File: config.mk
export PLATFORM = sky130hd
export DESIGN_NAME = steer_resolver
export DESIGN_NICKNAME = d
export VERILOG_FILES = /design/src/rtl/steer_pkg.sv /design/src/rtl/steer_range_match.sv /design/src/rtl/steer_presence.sv /design/src/rtl/steer_pick.sv /design/src/rtl/steer_ss_map.sv /design/src/rtl/steer_resolver.sv
export SDC_FILE = /design/constraint.sdc
export NUM_CORES = 1
export LEC_CHECK = 0
export BUFFER_PORTS_ARGS = -buffer_cell sky130_fd_sc_hd__buf_4
export CORE_MARGIN = 3
export CORE_UTILIZATION = 41
export DETAILED_ROUTE_END_ITERATION = 8
export GPL_TIMING_DRIVEN = 0
export HOLD_SLACK_MARGIN = 0.05
export PLACE_DENSITY_LB_ADDON = 0.1
export SLEW_MARGIN = 15
export SYNTH_ARGS = -nofsm -noshare
export SYNTH_HDL_FRONTEND = slang
export SYNTH_SLANG_ARGS = --single-unit
File: constraint.sdc
create_clock -name clk -period 4.22 [get_ports clk]
set_input_delay 0 -clock clk [delete_from_list [all_inputs] [get_ports clk]]
set_output_delay 0 -clock clk [all_outputs]
set_load 0.02 [all_outputs]
File: src/rtl/steer_pkg.sv
package steer_pkg;

  typedef enum logic [2:0] {
    CLS_DEFAULT = 3'd0,
    CLS_L3BANK  = 3'd1,
    CLS_MSLICE  = 3'd2,
    CLS_LNCF    = 3'd3,
    CLS_INST0   = 3'd4,
    CLS_SSMAP   = 3'd5
  } steer_cls_e;

  // class slots in priority order (bit index of cls_en / hit vector)
  localparam int SLOT_L3   = 0;
  localparam int SLOT_MS   = 1;
  localparam int SLOT_LN   = 2;
  localparam int SLOT_I0   = 3;
  localparam int NUM_SLOTS = 4;

  localparam int NUM_RANGES = 9;
  localparam int TBL_W      = 16;

  function automatic logic [TBL_W-1:0] range_lo(input int r);
    case (r)
      0: range_lo = 16'hB100;
      1: range_lo = 16'h4000;
      2: range_lo = 16'hC800;
      3: range_lo = 16'hDD00;
      4: range_lo = 16'hE900;
      5: range_lo = 16'hB000;
      6: range_lo = 16'hD800;
      7: range_lo = 16'h8800;
      default: range_lo = 16'hB000;
    endcase
  endfunction

  function automatic logic [TBL_W-1:0] range_hi(input int r);
    case (r)
      0: range_hi = 16'hB3FF;
      1: range_hi = 16'h4AFF;
      2: range_hi = 16'hCFFF;
      3: range_hi = 16'hDDFF;
      4: range_hi = 16'hFFFF;
      5: range_hi = 16'hB0FF;
      6: range_hi = 16'hD8FF;
      7: range_hi = 16'h887F;
      default: range_hi = 16'hB3FF;
    endcase
  endfunction

  function automatic logic [1:0] range_slot(input int r);
    case (r)
      0:             range_slot = 2'(SLOT_L3);
      1, 2, 3, 4:    range_slot = 2'(SLOT_MS);
      5, 6:          range_slot = 2'(SLOT_LN);
      default:       range_slot = 2'(SLOT_I0);
    endcase
  endfunction

endpackage

File: src/rtl/steer_range_match.sv
module steer_range_match
  import steer_pkg::*;
#(
  parameter int ADDR_W = 24
) (
  input  logic [ADDR_W-1:0]    addr,
  input  logic [NUM_SLOTS-1:0] slot_en,
  output logic [NUM_SLOTS-1:0] slot_hit
);
  logic [NUM_RANGES-1:0] rhit;
  logic [NUM_SLOTS-1:0]  slot_raw;

  for (genvar r = 0; r < NUM_RANGES; r++) begin : g_rng
    localparam logic [TBL_W-1:0] LO = range_lo(r);
    localparam logic [TBL_W-1:0] HI = range_hi(r);
    assign rhit[r] = (addr >= ADDR_W'(LO)) && (addr <= ADDR_W'(HI));
  end

  always_comb begin
    slot_raw = '0;
    for (int r = 0; r < NUM_RANGES; r++)
      if (rhit[r]) slot_raw[range_slot(r)] = 1'b1;
  end

  assign slot_hit = slot_raw & slot_en;
endmodule

File: src/rtl/steer_presence.sv
module steer_presence #(
  parameter int NBANK     = 8,
  parameter int NMSLICE   = 4,
  parameter int SS_PER_MS = 4,
  localparam int NSS      = NMSLICE * SS_PER_MS
) (
  input  logic [NBANK-1:0]   l3_fuse,
  input  logic [NMSLICE-1:0] meml3_en,
  input  logic [NSS-1:0]     ss_present,
  output logic [NBANK-1:0]   l3_mask,
  output logic [NMSLICE-1:0] ms_mask
);
  assign l3_mask = ~l3_fuse;

  for (genvar m = 0; m < NMSLICE; m++) begin : g_ms
    assign ms_mask[m] = meml3_en[m] | (|ss_present[m*SS_PER_MS +: SS_PER_MS]);
  end
endmodule

File: src/rtl/steer_pick.sv
module steer_pick #(
  parameter int W  = 8,
  parameter int IW = 3
) (
  input  logic [W-1:0]  mask,
  output logic [IW-1:0] idx,
  output logic          none
);
  always_comb begin
    idx = '0;
    for (int b = W - 1; b >= 0; b--)
      if (mask[b]) idx = IW'(b);
  end

  assign none = ~|mask;
endmodule

File: src/rtl/steer_ss_map.sv
module steer_ss_map #(
  parameter int SSI_W        = 4,
  parameter int SS_PER_SLICE = 4,
  parameter int GRP_W        = 4,
  parameter int INST_W       = 4
) (
  input  logic [SSI_W-1:0]  ss_idx,
  output logic [GRP_W-1:0]  grp,
  output logic [INST_W-1:0] inst
);
  assign grp  = GRP_W'(32'(ss_idx) / SS_PER_SLICE);
  assign inst = INST_W'(32'(ss_idx) % SS_PER_SLICE);
endmodule

File: src/rtl/steer_resolver.sv
module steer_resolver
  import steer_pkg::*;
#(
  parameter int ADDR_W       = 24,
  parameter int NBANK        = 8,
  parameter int NMSLICE      = 4,
  parameter int SS_PER_MS    = 4,
  parameter int SS_PER_SLICE = 4,
  parameter int GRP_W        = 4,
  parameter int INST_W       = 4,
  localparam int NSS         = NMSLICE * SS_PER_MS,
  localparam int SSI_W       = (NSS > 1) ? $clog2(NSS) : 1,
  localparam int BANK_IW     = (NBANK > 1) ? $clog2(NBANK) : 1,
  localparam int MS_IW       = (NMSLICE > 1) ? $clog2(NMSLICE) : 1
) (
  input  logic              clk,
  input  logic              rst_n,
  input  logic [3:0]        cls_en,
  input  logic [NBANK-1:0]  l3_fuse,
  input  logic [NMSLICE-1:0] meml3_en,
  input  logic [NSS-1:0]    ss_present,
  input  logic [GRP_W-1:0]  dflt_group,
  input  logic [INST_W-1:0] dflt_inst,
  input  logic              req_valid,
  output logic              req_ready,
  input  logic              req_ss_mode,
  input  logic [ADDR_W-1:0] req_addr,
  output logic              rsp_valid,
  input  logic              rsp_ready,
  output logic [GRP_W-1:0]  rsp_group,
  output logic [INST_W-1:0] rsp_inst,
  output logic [2:0]        rsp_class,
  output logic              rsp_err
);
  logic [NUM_SLOTS-1:0] hit;
  logic [NBANK-1:0]     l3_mask;
  logic [NMSLICE-1:0]   ms_mask;
  logic [BANK_IW-1:0]   l3_idx;
  logic [MS_IW-1:0]     ms_idx;
  logic                 l3_none, ms_none;
  logic [GRP_W-1:0]     ss_grp, nx_grp;
  logic [INST_W-1:0]    ss_inst, nx_inst;
  steer_cls_e           nx_cls;
  logic                 nx_err;

  steer_range_match #(.ADDR_W(ADDR_W)) u_match (
    .addr(req_addr), .slot_en(cls_en), .slot_hit(hit)
  );

  steer_presence #(.NBANK(NBANK), .NMSLICE(NMSLICE), .SS_PER_MS(SS_PER_MS)) u_pres (
    .l3_fuse(l3_fuse), .meml3_en(meml3_en), .ss_present(ss_present),
    .l3_mask(l3_mask), .ms_mask(ms_mask)
  );

  steer_pick #(.W(NBANK), .IW(BANK_IW)) u_pick_l3 (
    .mask(l3_mask), .idx(l3_idx), .none(l3_none)
  );

  steer_pick #(.W(NMSLICE), .IW(MS_IW)) u_pick_ms (
    .mask(ms_mask), .idx(ms_idx), .none(ms_none)
  );

  steer_ss_map #(.SSI_W(SSI_W), .SS_PER_SLICE(SS_PER_SLICE),
                 .GRP_W(GRP_W), .INST_W(INST_W)) u_ssmap (
    .ss_idx(req_addr[SSI_W-1:0]), .grp(ss_grp), .inst(ss_inst)
  );

  // priority select: first enabled class with a hit decides
  always_comb begin
    nx_grp  = dflt_group;
    nx_inst = dflt_inst;
    nx_cls  = CLS_DEFAULT;
    nx_err  = 1'b0;
    if (req_ss_mode) begin
      nx_grp  = ss_grp;
      nx_inst = ss_inst;
      nx_cls  = CLS_SSMAP;
    end else if (hit[SLOT_L3]) begin
      nx_cls  = CLS_L3BANK;
      nx_err  = l3_none;
      nx_grp  = '0;
      nx_inst = l3_none ? '0 : INST_W'(l3_idx);
    end else if (hit[SLOT_MS]) begin
      nx_cls  = CLS_MSLICE;
      nx_err  = ms_none;
      nx_grp  = ms_none ? '0 : GRP_W'(ms_idx);
      nx_inst = '0;
    end else if (hit[SLOT_LN]) begin
      nx_cls  = CLS_LNCF;
      nx_err  = ms_none;
      nx_grp  = ms_none ? '0 : GRP_W'({ms_idx, 1'b0});
      nx_inst = '0;
    end else if (hit[SLOT_I0]) begin
      nx_cls  = CLS_INST0;
      nx_grp  = '0;
      nx_inst = '0;
    end
  end

  // single output register stage
  assign req_ready = !rsp_valid || rsp_ready;

  always_ff @(posedge clk) begin
    if (!rst_n) begin
      rsp_valid <= 1'b0;
      rsp_group <= '0;
      rsp_inst  <= '0;
      rsp_class <= 3'(CLS_DEFAULT);
      rsp_err   <= 1'b0;
    end else if (req_ready) begin
      rsp_valid <= req_valid;
      if (req_valid) begin
        rsp_group <= nx_grp;
        rsp_inst  <= nx_inst;
        rsp_class <= 3'(nx_cls);
        rsp_err   <= nx_err;
      end
    end
  end

  p_hold_stall_r13: assert property (@(posedge clk) disable iff (!rst_n)
    rsp_valid && !rsp_ready |=> rsp_valid && $stable({rsp_group, rsp_inst, rsp_class, rsp_err}));

  p_accept_r13: assert property (@(posedge clk) disable iff (!rst_n)
    req_valid && req_ready |=> rsp_valid);

  p_err_zero_r11: assert property (@(posedge clk) disable iff (!rst_n)
    rsp_valid && rsp_err |-> rsp_group == '0 && rsp_inst == '0);

  p_err_class_r11: assert property (@(posedge clk) disable iff (!rst_n)
    rsp_valid && rsp_err |-> rsp_class inside {3'(CLS_L3BANK), 3'(CLS_MSLICE), 3'(CLS_LNCF)});

  p_l3_group_r3: assert property (@(posedge clk) disable iff (!rst_n)
    rsp_valid && rsp_class == 3'(CLS_L3BANK) |-> rsp_group == '0);

  p_ms_inst_r4: assert property (@(posedge clk) disable iff (!rst_n)
    rsp_valid && rsp_class == 3'(CLS_MSLICE) |-> rsp_inst == '0);

  p_ln_even_r5: assert property (@(posedge clk) disable iff (!rst_n)
    rsp_valid && rsp_class == 3'(CLS_LNCF) |-> rsp_group[0] == 1'b0 && rsp_inst == '0);

  p_inst0_r6: assert property (@(posedge clk) disable iff (!rst_n)
    rsp_valid && rsp_class == 3'(CLS_INST0) |-> rsp_group == '0 && rsp_inst == '0);

  p_one_slot_r2: assert property (@(posedge clk) disable iff (!rst_n)
    req_valid && !req_ss_mode && $onehot0(hit & cls_en) && hit == '0 && !req_ss_mode
      |-> nx_cls == CLS_DEFAULT);
endmodule

==> results.txt <==
- Largest area contributor in the netlist: sky130_fd_sc_hd__dfxtp_1
- Across all register-to-register paths, the minimum setup slack is 2.29 ns.
- For the pin with the worst max-slew slack, the measured transition is 0.559 ns.
- Number of buffers created by CTS: 3
* Net count of the mapped netlist: 196
- The share of the Yosys chip area taken by registers is 0.257.
* Global-route wire length before repair: 5.72 mm
- TritonCTS built the clock tree.
- Clock tree synthesis selected as its root buffer the cell sky130_fd_sc_hd__clkbuf_4.
- Overflow after GRT: 0
- The initialized floorplan defines 17 standard-cell rows.
- Flop and latch count out of synthesis: 13
- Number of global-route vias before repair: 1,361
- Horizontal extent of the die: 55.7 um
- In this run the static leakage power is 0.000792 uW.
* Number of post-CTS setup repair buffers: 0
- Summed over all layers, the routed wires come to 3.42 mm.
- RR Endpoint: rsp_inst[1]$_SDFFE_PN0P_
- Clock transition at path regs: 0.08 ns
- Based on the critical path, the design can be clocked at up to 0.483 GHz.
- Critical Path RT: 4.39 ns
* Final number of setup-violating endpoints: 0
- Pwr/cell area: 187 nW/um2
* Antenna violations before repair: 0
- Detailed placement finished with a half-perimeter wire length of 2.71 mm.
- Number of levels the H-tree was split into: 1
- The max-slew violation total from the final report is 0.
- Top cells by count, synth: sky130_fd_sc_hd__dfxtp_1, sky130_fd_sc_hd__nand2_1, sky130_fd_sc_hd__nand3_1
- The region available for standard cell placement spans 2280 um2.
* Number of clock sinks seen by CTS: 13
- Run status: finished, final reports clean
- The later pin in the worst-skew pair is clocked with a latency of 0.28 ns.
- Fin Clk Skew: 0.000401 ns
- In this run the remaining antenna-violating nets after routing total 0.
* Depth of the worst register-to-register path: 7
* Highest ir drop seen on vdd: 154 uV
- Startpoint of the worst register-to-register path: rsp_valid$_SDFFE_PN0N_
- Final-stage net count: 289
* Worst min-delay path endpoint: rsp_valid$_SDFFE_PN0N_
- After routing, the total negative slack on setup checks comes to 0 ns.
* Pin count of the biggest net entering global routing: 11
- Port buffer count: 77
* Final Hold Fails: 0
- Max-cap violations: 0
- The share of synthesized area in the top cell type comes to 0.257.
- Die H: 55.7 um
- DRC violations left: 0
- Hold Path Stages: 3
- GPL Wtd Cong: 0.889
- Drt wl/cell: 13.8 um
- Inserted Diodes: 0
- Tot GR Track Use: 0.223
* I/O Pins: 83
* Inst Count DP: 232
- Yosys mapped a number of flops with a built-in enable equal to 0.
* Die area: 3100 um2
- The count of cells in the finished layout, fillers not included, comes to 247.
- Post-synthesis area per instance: 7.98 um2
* Top fanout value on the critical path: 6
* Ratio of cells with drive above 1 in the final layout: 0.434
- Most used flip-flop cell after synthesis: sky130_fd_sc_hd__dfxtp_1
* Via density: 5.72
- Headroom to the max-slew limit came out at 0.627.
- Most area-consuming cells after synthesis: sky130_fd_sc_hd__dfxtp_1, sky130_fd_sc_hd__nand3_1, sky130_fd_sc_hd__nand2_1, sky130_fd_sc_hd__a31oi_1, sky130_fd_sc_hd__o21ai_0
* Minimum period implied by the final worst setup slack: 2.07 ns
- Initial standard-cell utilization of the core: 0.445
- In this run the cell area of the synthesized design comes to 1010 um2.
- Period utilization: 0.491
- Compared with the post-synthesis result, the final layout area differs by 74.0%.
* 1st-pass router iterations: 4
- Share of flip-flops with an asynchronous set or reset: 0
- Crit end category: flop
- Data arrival, critical path: 2.24 ns
* Hold Crit Class: in2reg
- Setup repair after global routing left no endpoint under its margin.
- Detailed router's first-iteration violation count: 49
- Number of distinct library cells after synthesis: 45
- In the post-synthesis netlist, the cell with the most instances is sky130_fd_sc_hd__dfxtp_1.
- Total vias in the final route: 1,413
- Synthesis produced 127 cells.
- Path type of the worst setup path: in2reg
- STA classifies the critical path startpoint as a primary input.
- Maximum clock path buffer count: 2
* Critical hold path startpoint: rsp_ready
- Yosys printed 0 warnings.
==> worst max path at each step <==
stage / start / endpoint / slack (ns)
5_1_grt: req_addr[23] / rsp_group[0]$_SDFFE_PN0P_ / 2.00
3_3_place_gp: req_addr[12] / rsp_inst[3]$_SDFFE_PN0P_ / 2.38
3_5_place_dp: req_addr[23] / rsp_inst[3]$_SDFFE_PN0P_ / 2.35
2_1_floorplan: req_addr[12] / rsp_group[3]$_SDFFE_PN0P_ / 2.67
6_report: req_addr[23] / rsp_group[0]$_SDFFE_PN0P_ / 2.15
4_1_cts: req_addr[23] / rsp_group[0]$_SDFFE_PN0P_ / 2.20
==> worst max-delay path: stages <==
cell                            delay [ns]
sky130_fd_sc_hd__buf_4                0.11
sky130_fd_sc_hd__nor4_2               0.42
sky130_fd_sc_hd__nand2_1              0.14
sky130_fd_sc_hd__o32ai_2              0.56
sky130_fd_sc_hd__nor2_1               0.20
sky130_fd_sc_hd__nand4_1              0.14
sky130_fd_sc_hd__a31oi_1              0.09
sky130_fd_sc_hd__dlygate4sd3_1        0.58
==> flip-flops by register name (all words and copies together) (netlist names) <==
| register | count |
|---|---|
| rsp_class | 3 |
| rsp_err | 1 |
| rsp_inst | 4 |
| rsp_valid | 1 |
| rsp_group | 4 |
==> cell families after synthesis <==
group / after synthesis / synth area share
multiplexers: 1 / 0.0111
buffers and inverters: 11 / 0.0457
AND/OR/NAND/NOR: 64 / 0.416
AO/OA/AOI/OAI: 38 / 0.270
flip-flops: 13 / 0.257
==> layout make-up <==
| type | count | area [um2] |
|---|---|---|
| buffer | 6 | 27.5 |
| clock buffer | 4 | 26.3 |
| fill | 182 | 513 |
| inverter | 5 | 18.8 |
| multi-input combinational | 103 | 707 |
| sequential | 13 | 260 |
| tap | 28 | 35.0 |
| timing repair buffer | 88 | 688 |
==> what timing repair did <==
action	4_1_cts	5_1_grt
endpoints found under the setup margin	0	0
resized for setup	0	0
hold endpoints to repair	8	0
hold buffers	11	0
==> routing by layer <==
| metal | GRT usage | up-vias | part of all wire | wire length, um |
|---|---|---|---|---|
| li1 | - | 684 | - | - |
| met1 | 0.258 | 662 | 0.39 | 1340 |
| met2 | 0.385 | 62 | 0.52 | 1780 |
| met3 | 0.0626 | 5 | 0.074 | 252 |
| met4 | 0.0868 | 0 | 0.012 | 42 |
| met5 | 0 | - | 0 | 0 |
==> power by group <==
group | internal (uW) | leakage (uW) | switching [uW] | total [uW]
sequential | 129 | 0.000107 | 3.96 | 133
clock | 36.7 | 0.0000150 | 43.3 | 80.0
combinational | 68.5 | 0.000671 | 48.4 | 117
==> cells in the final DEF, fill, tap and decap left out, drive strengths merged, types with 2 or more instances in the layout <==
master / instances
nand3b: 2
o211ai: 4
a21oi: 3
a211oi: 3
nand2: 12
nand4: 5
a21boi: 3
clkbuf: 8
a31oi: 7
or4: 5
a32o: 2
nand2b: 2
o21ai: 9
inv: 5
dfxtp: 13
nor4: 4
dlygate4sd3: 11
and3b: 3
buf: 79
and2: 2
and4b: 2
and3: 3
nor2: 8
nand3: 11
==> metrics by stage <==
stage | hold slack [ns] | setup slack (ns) | area, um2 | power (uW) | util
global route | 0.0991 | 2.00 | 1760 | 348 | 0.775
floorplan | 0.126 | 2.67 | 1010 | 174 | -
detailed placement | 0.217 | 2.35 | 1630 | 243 | 0.715
CTS | 0.0693 | 2.20 | 1760 | 333 | 0.775
finish | 0.0768 | 2.15 | 1760 | 330 | 0.775
global placement | 0.213 | 2.38 | 1630 | 240 | 0.715
No activity file was read; power rests on OpenSTA's default activity.
